File: src/rtl/refdiv_pkg.sv
package refdiv_pkg;
   localparam int unsigned REFDIV_SEL_W   = 3;
   localparam int unsigned REFDIV_ENTRIES = 1 << REFDIV_SEL_W;
   localparam int unsigned REFDIV_ODD     = 1160;
   localparam int unsigned REFDIV_MAX     = 2048;

   typedef enum logic {
      TICK_REGISTERED = 1'b0,
      TICK_DIRECT     = 1'b1
   } tick_mode_e;

   // Ratio for a select code: 8, then 64<<(code-1), then the odd entry, then 2048.
   function automatic int unsigned refdiv_ratio(int unsigned code);
      int unsigned r;
      case (code)
         0:       r = 8;
         6:       r = REFDIV_ODD;
         7:       r = REFDIV_MAX;
         default: r = 32 << code;
      endcase
      return r;
   endfunction
endpackage

File: src/rtl/refdiv_ratio_rom.sv
module refdiv_ratio_rom
   import refdiv_pkg::*;
#(
   parameter int unsigned SEL_W = REFDIV_SEL_W,
   parameter int unsigned CNT_W = 12
) (
   input  logic [SEL_W-1:0] sel,
   output logic [CNT_W-1:0] load_val
);
   localparam int unsigned ENTRIES = 1 << SEL_W;

   generate
      if (SEL_W != REFDIV_SEL_W) begin : g_bad_sel
         $error("refdiv_ratio_rom: SEL_W must be %0d", REFDIV_SEL_W);
      end
      if (CNT_W < $clog2(REFDIV_MAX)) begin : g_bad_cnt
         $error("refdiv_ratio_rom: CNT_W too narrow for largest ratio");
      end
   endgenerate

   logic [CNT_W-1:0] table_q [ENTRIES];

   generate
      for (genvar i = 0; i < ENTRIES; i++) begin : g_entry
         assign table_q[i] = CNT_W'(refdiv_ratio(i) - 1);
      end
   endgenerate

   assign load_val = table_q[sel];
endmodule

File: src/rtl/refdiv_counter.sv
module refdiv_counter
   import refdiv_pkg::*;
#(
   parameter int unsigned CNT_W     = 12,
   parameter tick_mode_e  TICK_MODE = TICK_REGISTERED
) (
   input  logic             clk,
   input  logic             rst,
   input  logic [CNT_W-1:0] load_val,
   output logic             tick
);
   localparam logic [CNT_W-1:0] MAX_LOAD = CNT_W'(REFDIV_MAX - 1);

   logic [CNT_W-1:0] cnt_q;
   logic             wrap;

   assign wrap = (cnt_q == '0);

   always_ff @(posedge clk) begin
      if (rst || wrap) cnt_q <= load_val;
      else             cnt_q <= cnt_q - 1'b1;
   end

   generate
      if (TICK_MODE == TICK_REGISTERED) begin : g_reg
         logic tick_q;
         always_ff @(posedge clk) begin
            if (rst) tick_q <= 1'b0;
            else     tick_q <= wrap;
         end
         assign tick = tick_q;

         a_r6_tick_after_wrap: assert property (@(posedge clk) disable iff (rst)
            wrap |=> tick);
         a_r8_quiet_in_reset: assert property (@(posedge clk)
            rst |=> !tick);
      end else begin : g_dir
         assign tick = wrap;
      end
   endgenerate

   a_r5_tick_one_cycle: assert property (@(posedge clk) disable iff (rst)
      tick |=> !tick);
   a_r8_reset_loads: assert property (@(posedge clk)
      rst |=> (cnt_q == $past(load_val)));
   a_r7_steady_descent: assert property (@(posedge clk) disable iff (rst)
      !wrap |=> (cnt_q == $past(cnt_q) - 1'b1));
   a_r7_reload_at_wrap: assert property (@(posedge clk) disable iff (rst)
      wrap |=> (cnt_q == $past(load_val)));
   a_r9_bounded: assert property (@(posedge clk) disable iff (rst)
      cnt_q <= MAX_LOAD);
endmodule

File: src/rtl/ref_rate_divider.sv
module ref_rate_divider
   import refdiv_pkg::*;
#(
   parameter int unsigned SEL_W     = REFDIV_SEL_W,
   parameter int unsigned CNT_W     = 12,
   parameter tick_mode_e  TICK_MODE = TICK_REGISTERED
) (
   input  logic             clk,
   input  logic             rst,
   input  logic [SEL_W-1:0] ref_sel,
   output logic             cmp_tick
);
   logic [CNT_W-1:0] load_val;

   refdiv_ratio_rom #(.SEL_W(SEL_W), .CNT_W(CNT_W)) u_rom (
      .sel      (ref_sel),
      .load_val (load_val)
   );

   refdiv_counter #(.CNT_W(CNT_W), .TICK_MODE(TICK_MODE)) u_cnt (
      .clk      (clk),
      .rst      (rst),
      .load_val (load_val),
      .tick     (cmp_tick)
   );
endmodule

File: config.mk
export PLATFORM = sky130hd
export DESIGN_NAME = ref_rate_divider
export DESIGN_NICKNAME = d
export VERILOG_FILES = /design/src/rtl/refdiv_pkg.sv /design/src/rtl/refdiv_ratio_rom.sv /design/src/rtl/refdiv_counter.sv /design/src/rtl/ref_rate_divider.sv
export SDC_FILE = /design/constraint.sdc
export NUM_CORES = 1
export LEC_CHECK = 0
export ABC_AREA = 1
export BUFFER_PORTS_ARGS = -buffer_cell sky130_fd_sc_hd__buf_2
export CAP_MARGIN = 20
export CORE_MARGIN = 8
export CORE_UTILIZATION = 55
export CTS_CLUSTER_SIZE = 25
export DETAILED_ROUTE_END_ITERATION = 12
export MAX_ROUTING_LAYER = met4
export PLACE_DENSITY = 0.85
export SYNTH_ARGS = -nofsm -noshare
export SYNTH_HDL_FRONTEND = slang
export SYNTH_HIERARCHICAL = 1
export SYNTH_SLANG_ARGS = --single-unit
File: constraint.sdc
create_clock -name clk -period 1.5 [get_ports clk]
set_clock_uncertainty 0.1 [all_clocks]
set_input_delay 0.3 -clock clk [delete_from_list [all_inputs] [get_ports clk]]
set_output_delay 0.3 -clock clk [all_outputs]
set_load 0.005 [all_outputs]
Word-level counts from Yosys, hierarchy flattened
Memory sizes are Yosys's and may differ from the RTL's.
Index checks and enable logic that the tools add are counted.
{ "op_classes": {"addsub": 1, "n_lt_le_gt_ge": 1, "muxes": 3, "bitwise_logic": 1, "reduce_logical": 2} }
{ "ops": {"columns": ["cell", "count"], "rows": [
  ["12-bit two-way mux", 3],
  ["12-bit zero test", 1],
  ["12-bit by 1-bit subtractor with 12-bit output (second input constant)", 1],
  ["4-bit >= comparator (second input constant)", 1],
  ["3-bit NOT with 4-bit output", 1],
  ["1-bit logical OR", 1]
]} }
{ "word_totals": {"regBits": 13, "rom_bits": 96, "in_bits": 5, "word_cells": 11, "n_memories": 1} }
{ "memory_table": {"columns": ["name", "words", "word_bits", "read_ports", "rd_clocked_by_memory_dff", "write_ports", "line", "rtl"], "rows": [
  ["(name not given)", 8, 12, 1, 0, 0, "refdiv_ratio_rom.sv:29", "assign load_val = table_q[sel];"]
]} }

Logic depth before layout (Yosys ltp)
{ "logic_depth": {"depth_word": 5, "ltp_mapped": 9, "depth_no_buf": 9} }

By module
The synthesis kept the hierarchy.
{ "by_module_without_submodules": {"columns": ["module", "n_inst", "cells_per_inst", "area_per_inst_um2"], "rows": [
  ["refdiv_counter", 1, 115, 757.0],
  ["refdiv_ratio_rom", 1, 21, 105.1]
]} }

Worst setup path after synthesis
Ideal clock, no wire load.
{ "synth_path": {"path_type": "register to register", "startpoint": "register u_cnt.cnt_q[0]", "endpoint": "register u_cnt.cnt_q[2]", "arrival_ns": 1.166, "required_ns": 1.278, "setup_slack_ns": 0.112, "stages_incl_launch_ff": 9, "path_buffers": 1, "path_cell_list": "dfxtp_1 -> inv_1 -> ha_1 -> inv_1 -> nor2_1 -> nand3_2 -> o21bai_4 -> buf_6 -> o21ai_0"} }
{ "synth_between": {"elab_chain_cells": 3, "elab_cells_between_ends": 4, "classes_between": "add/sub (1); mux (1); reduce/logical (2)"} }
{ "synth_lines": {"columns": ["element", "line", "rtl"], "rows": [
  ["from (decl)", "refdiv_counter.sv:14", "logic [CNT_W-1:0] cnt_q;"],
  ["from (signal assigned)", "refdiv_counter.sv:20", "if (rst || wrap) cnt_q <= load_val;"],
  ["from (signal assigned)", "refdiv_counter.sv:21", "else cnt_q <= cnt_q - 1'b1;"],
  ["parallel branches: the longest is 2 deep, another holds 12-bit by 1-bit subtractor with 12-bit output", null, null],
  ["12-bit two-way mux (*)", "refdiv_counter.sv:20", null]
]} }
Mark *: on every way between the ends.
A chain may end at the register's enable or synchronous reset.

Worst setup path after layout
{ "layout_path": {"startpoint": "register u_cnt.cnt_q[0]", "endpoint": "register u_cnt.cnt_q[7]"} }
The elaborated chain is that of the path after synthesis.

==> results by group <==
Run status
  • Outcome: complete, no violations

Hold path
  • Worst hold start: rst
  • WHS Endpoint: u_cnt/tick
  • Worst Hold Depth: 2
  • HP Class: input port to register

Synth
  • Synthesized flop and latch total: 13
  • Ys Warns: 6
  • Seq/Total Area, Yosys: 30.19%
  • Synth top area cells: dfxtp_1 30%, nand2_1 22%, inv_1 7.8%
  • Cell taking the most area after synthesis: dfxtp_1
  • Unique cell type count in the Yosys netlist: 17
  • Average size of a mapped cell: 6.339 um2
  • Area share of the leading cell type in the synthesized netlist: 30.19%
  • Mapped Area: about 860 um2
  • Cells after Synth: between 100 and 150

GRT
  • GRT overflow: 0
  • Vias in the first global route: 742
  • Initial antenna violation count: 0
  • Largest net degree at the start of global routing: 16
  • GRT Total Usage: 12.13%
  • First-pass GRT wire length: 3036 um

Clock network
  • Clk buf depth: 2
  • TritonCTS Buffers: 3
  • Clk root buf: clkbuf_4
  • H-tree depth: 1
  • # clock sinks: 13
  • Hold_buf cts: 0
  • CTS tree: built
  • Worst skew pair latency: between 0.2 and 0.3 ns
  • Worst-path clk slew: 0.08 ns

Floorplanning
  • Die area: between 3000 and 4000 um2
  • Core outline area: 1489 um2
  • Row cnt: 14
  • DIE HEIGHT: 55.59 um
  • Io pins: 6
  • Die Wd: 55.59 um
  • Starting Density: ~58%

Critical path
  • Crit-path max FO: 5
  • Cells on worst reg2reg path: 9
  • Critical path class: register to register
  • R2r startpoint: u_cnt/cnt_q[0]
  • FF-to-FF setup slack: around 0.026 ns
  • CP startpoint: u_cnt/cnt_q[0]
  • Crit path capture type: register
  • FF-to-FF End: u_cnt/cnt_q[7]
  • Crit path DAT: 1.60 ns
  • CP Launch Type: register
  • Crit path required time: between 1.5 and 2 ns

Finish
  • Layout cells sized above 1: 22.60%
  • Final non-filler cell total: 162
  • Seq. cell area: 262.8 um2
  • Commonest non-fill, non-tap cell in the layout: nand2_1
  • Multi-input logic area: 525.5 um2
  • Final instance area: 988.4 um2
  • Area delta synth->final: 14.66%
  • Antenna cells: 0
  • Commonest cells after routing, fill and taps aside: 51 x nand2_1, 16 x inv_1, 11 x dfxtp_1
  • Nets: 154
  • Fillers: 130

STA
  • Fin Hold WS: 0.1390 ns
  • Post-layout worst setup margin: 0.02603 ns
  • Final setup vio count: 0
  • Tmin final: approximately 1.5 ns
  • Max Fclk: 678.4 MHz
  • Hold Violations, Final: 0
  • Fin crit share: between 90% and 100%
  • Final Max Tran Viols: 0

Route
  • Starting DRT DRC Count: 25
  • ANT nets after route: 0
  • Vias per Instance: 5.179
  • DR WL/cell: 11.49 um
  • Routed wire length: 1862 um
  • Drt pass-1 iters: 4
  • Vias post-DR: 839
  • Residual DRC count: 0

Power and ir drop
  • Power Dens Cells: 921.7 nW/um2
  • LEAKAGE: around 0.5 nW
  • Max IR drop VDD: approximately 0.56 mV

Placement
  • RD Place Congestion: 0.8443
  • Worst slack, placed: 0.01467 ns
  • PortBufs: 5
  • Area post-placement: 880.8 um2
  • HPWL after DPL: roughly 1400 um
  • Dpl cells: 155

Job
  • Max cap viols: 0
==> cell usage after synthesis <==
| master | number |
|---|---|
| nor2_1 | 12 |
| nand3_2 | 2 |
| conb_1 | 2 |
| o21ai_0 | 6 |
| inv_1 | 18 |
| xnor2_1 | 2 |
| o21bai_4 | 1 |
| nor3_1 | 1 |
| xor2_1 | 3 |
| dfxtp_1 | 13 |
| nand3_1 | 11 |
| buf_4 | 6 |
| nor2_4 | 1 |
| ha_1 | 2 |
| buf_6 | 1 |
| nand2_1 | 51 |
| nor2_2 | 4 |
==> per-layer routing <==
metal | global-route usage (%) | routed length [um] | up-vias
met5 | - | 0 | -
met2 | 17.63 | 841 | 36
li1 | - | - | 422
met4 | 7.042 | 57 | 0
met1 | 15.03 | 818 | 371
met3 | 2.511 | 145 | 10
==> per-stage QoR <==
stage,util [%],total power [W],TNS [ns]
detailed placement,59.16,0.0006533,0
global placement,59.16,0.0006428,0
floorplan,-,0.0006084,0
CTS,60.92,0.0008689,0
finish,66.39,0.0009110,0
global route,66.39,0.0009713,-0.2766
==> worst max path at each step <==
stage	slack, ns	end	cells past startpoint
final	0.03	u_cnt/cnt_q[7]	9
after global routing	-0.04	u_cnt/cnt_q[7]	9
after CTS	0.002	u_cnt/cnt_q[0]	7
after detailed placement	0.01	u_cnt/cnt_q[0]	7
after global placement	0.06	u_cnt/cnt_q[0]	7
after floorplan	0.11	u_cnt/cnt_q[2]	8
==> state kept, by name, indices dropped and copies added (netlist names) <==
register / flops
u_cnt/cnt_q: 12
u_cnt/tick: 1
==> where the power goes <==
group	internal (W)	leakage, nW	switching, W	total, W
registers	0.000387	0.109	0.0000450	0.000432
clock network	0.000103	0.0150	0.000115	0.000218
logic	0.000108	0.390	0.000152	0.000260
total	0.000598	0.514	0.000313	0.000911
==> cells by family (layout without fill, tap and decap cells) <==
kind of cell	after synthesis	count (layout)	synth area share (%)
DFF	13	13	30.19
AOI/OAI and AO/OA	7	7	5.661
other	2	4	0.8712
and+or+nand+nor	82	82	40.93
xor gates and xnor gates	5	5	5.081
buffers and inverters	25	33	14.37
adders and majority gates	2	2	2.902
==> area by class of cell <==
cell class | count | area share (%)
clock buffer | 4 | 2.658
inverter | 18 | 6.835
sequential | 13 | 26.58
tap | 16 | 2.025
multi-input combinational | 100 | 53.16
timing repair buffer | 11 | 8.734
==> worst max-delay path: stages (launching register included) <==
cell	delay, ns
dfxtp_2	0.33
inv_2	0.08
ha_4	0.12
inv_1	0.04
nor2_2	0.12
nand3_2	0.13
o21bai_4	0.21
buf_4	0.16
nand2_1	0.06
nand2_1	0.07
==> what timing repair did <==
item / in CTS / in global routing
gates resized for setup: 0 / 14
endpoints found under the setup margin: 0 / 12
buffers inserted: 0 / 3
(Power assumes the default switching activity.)
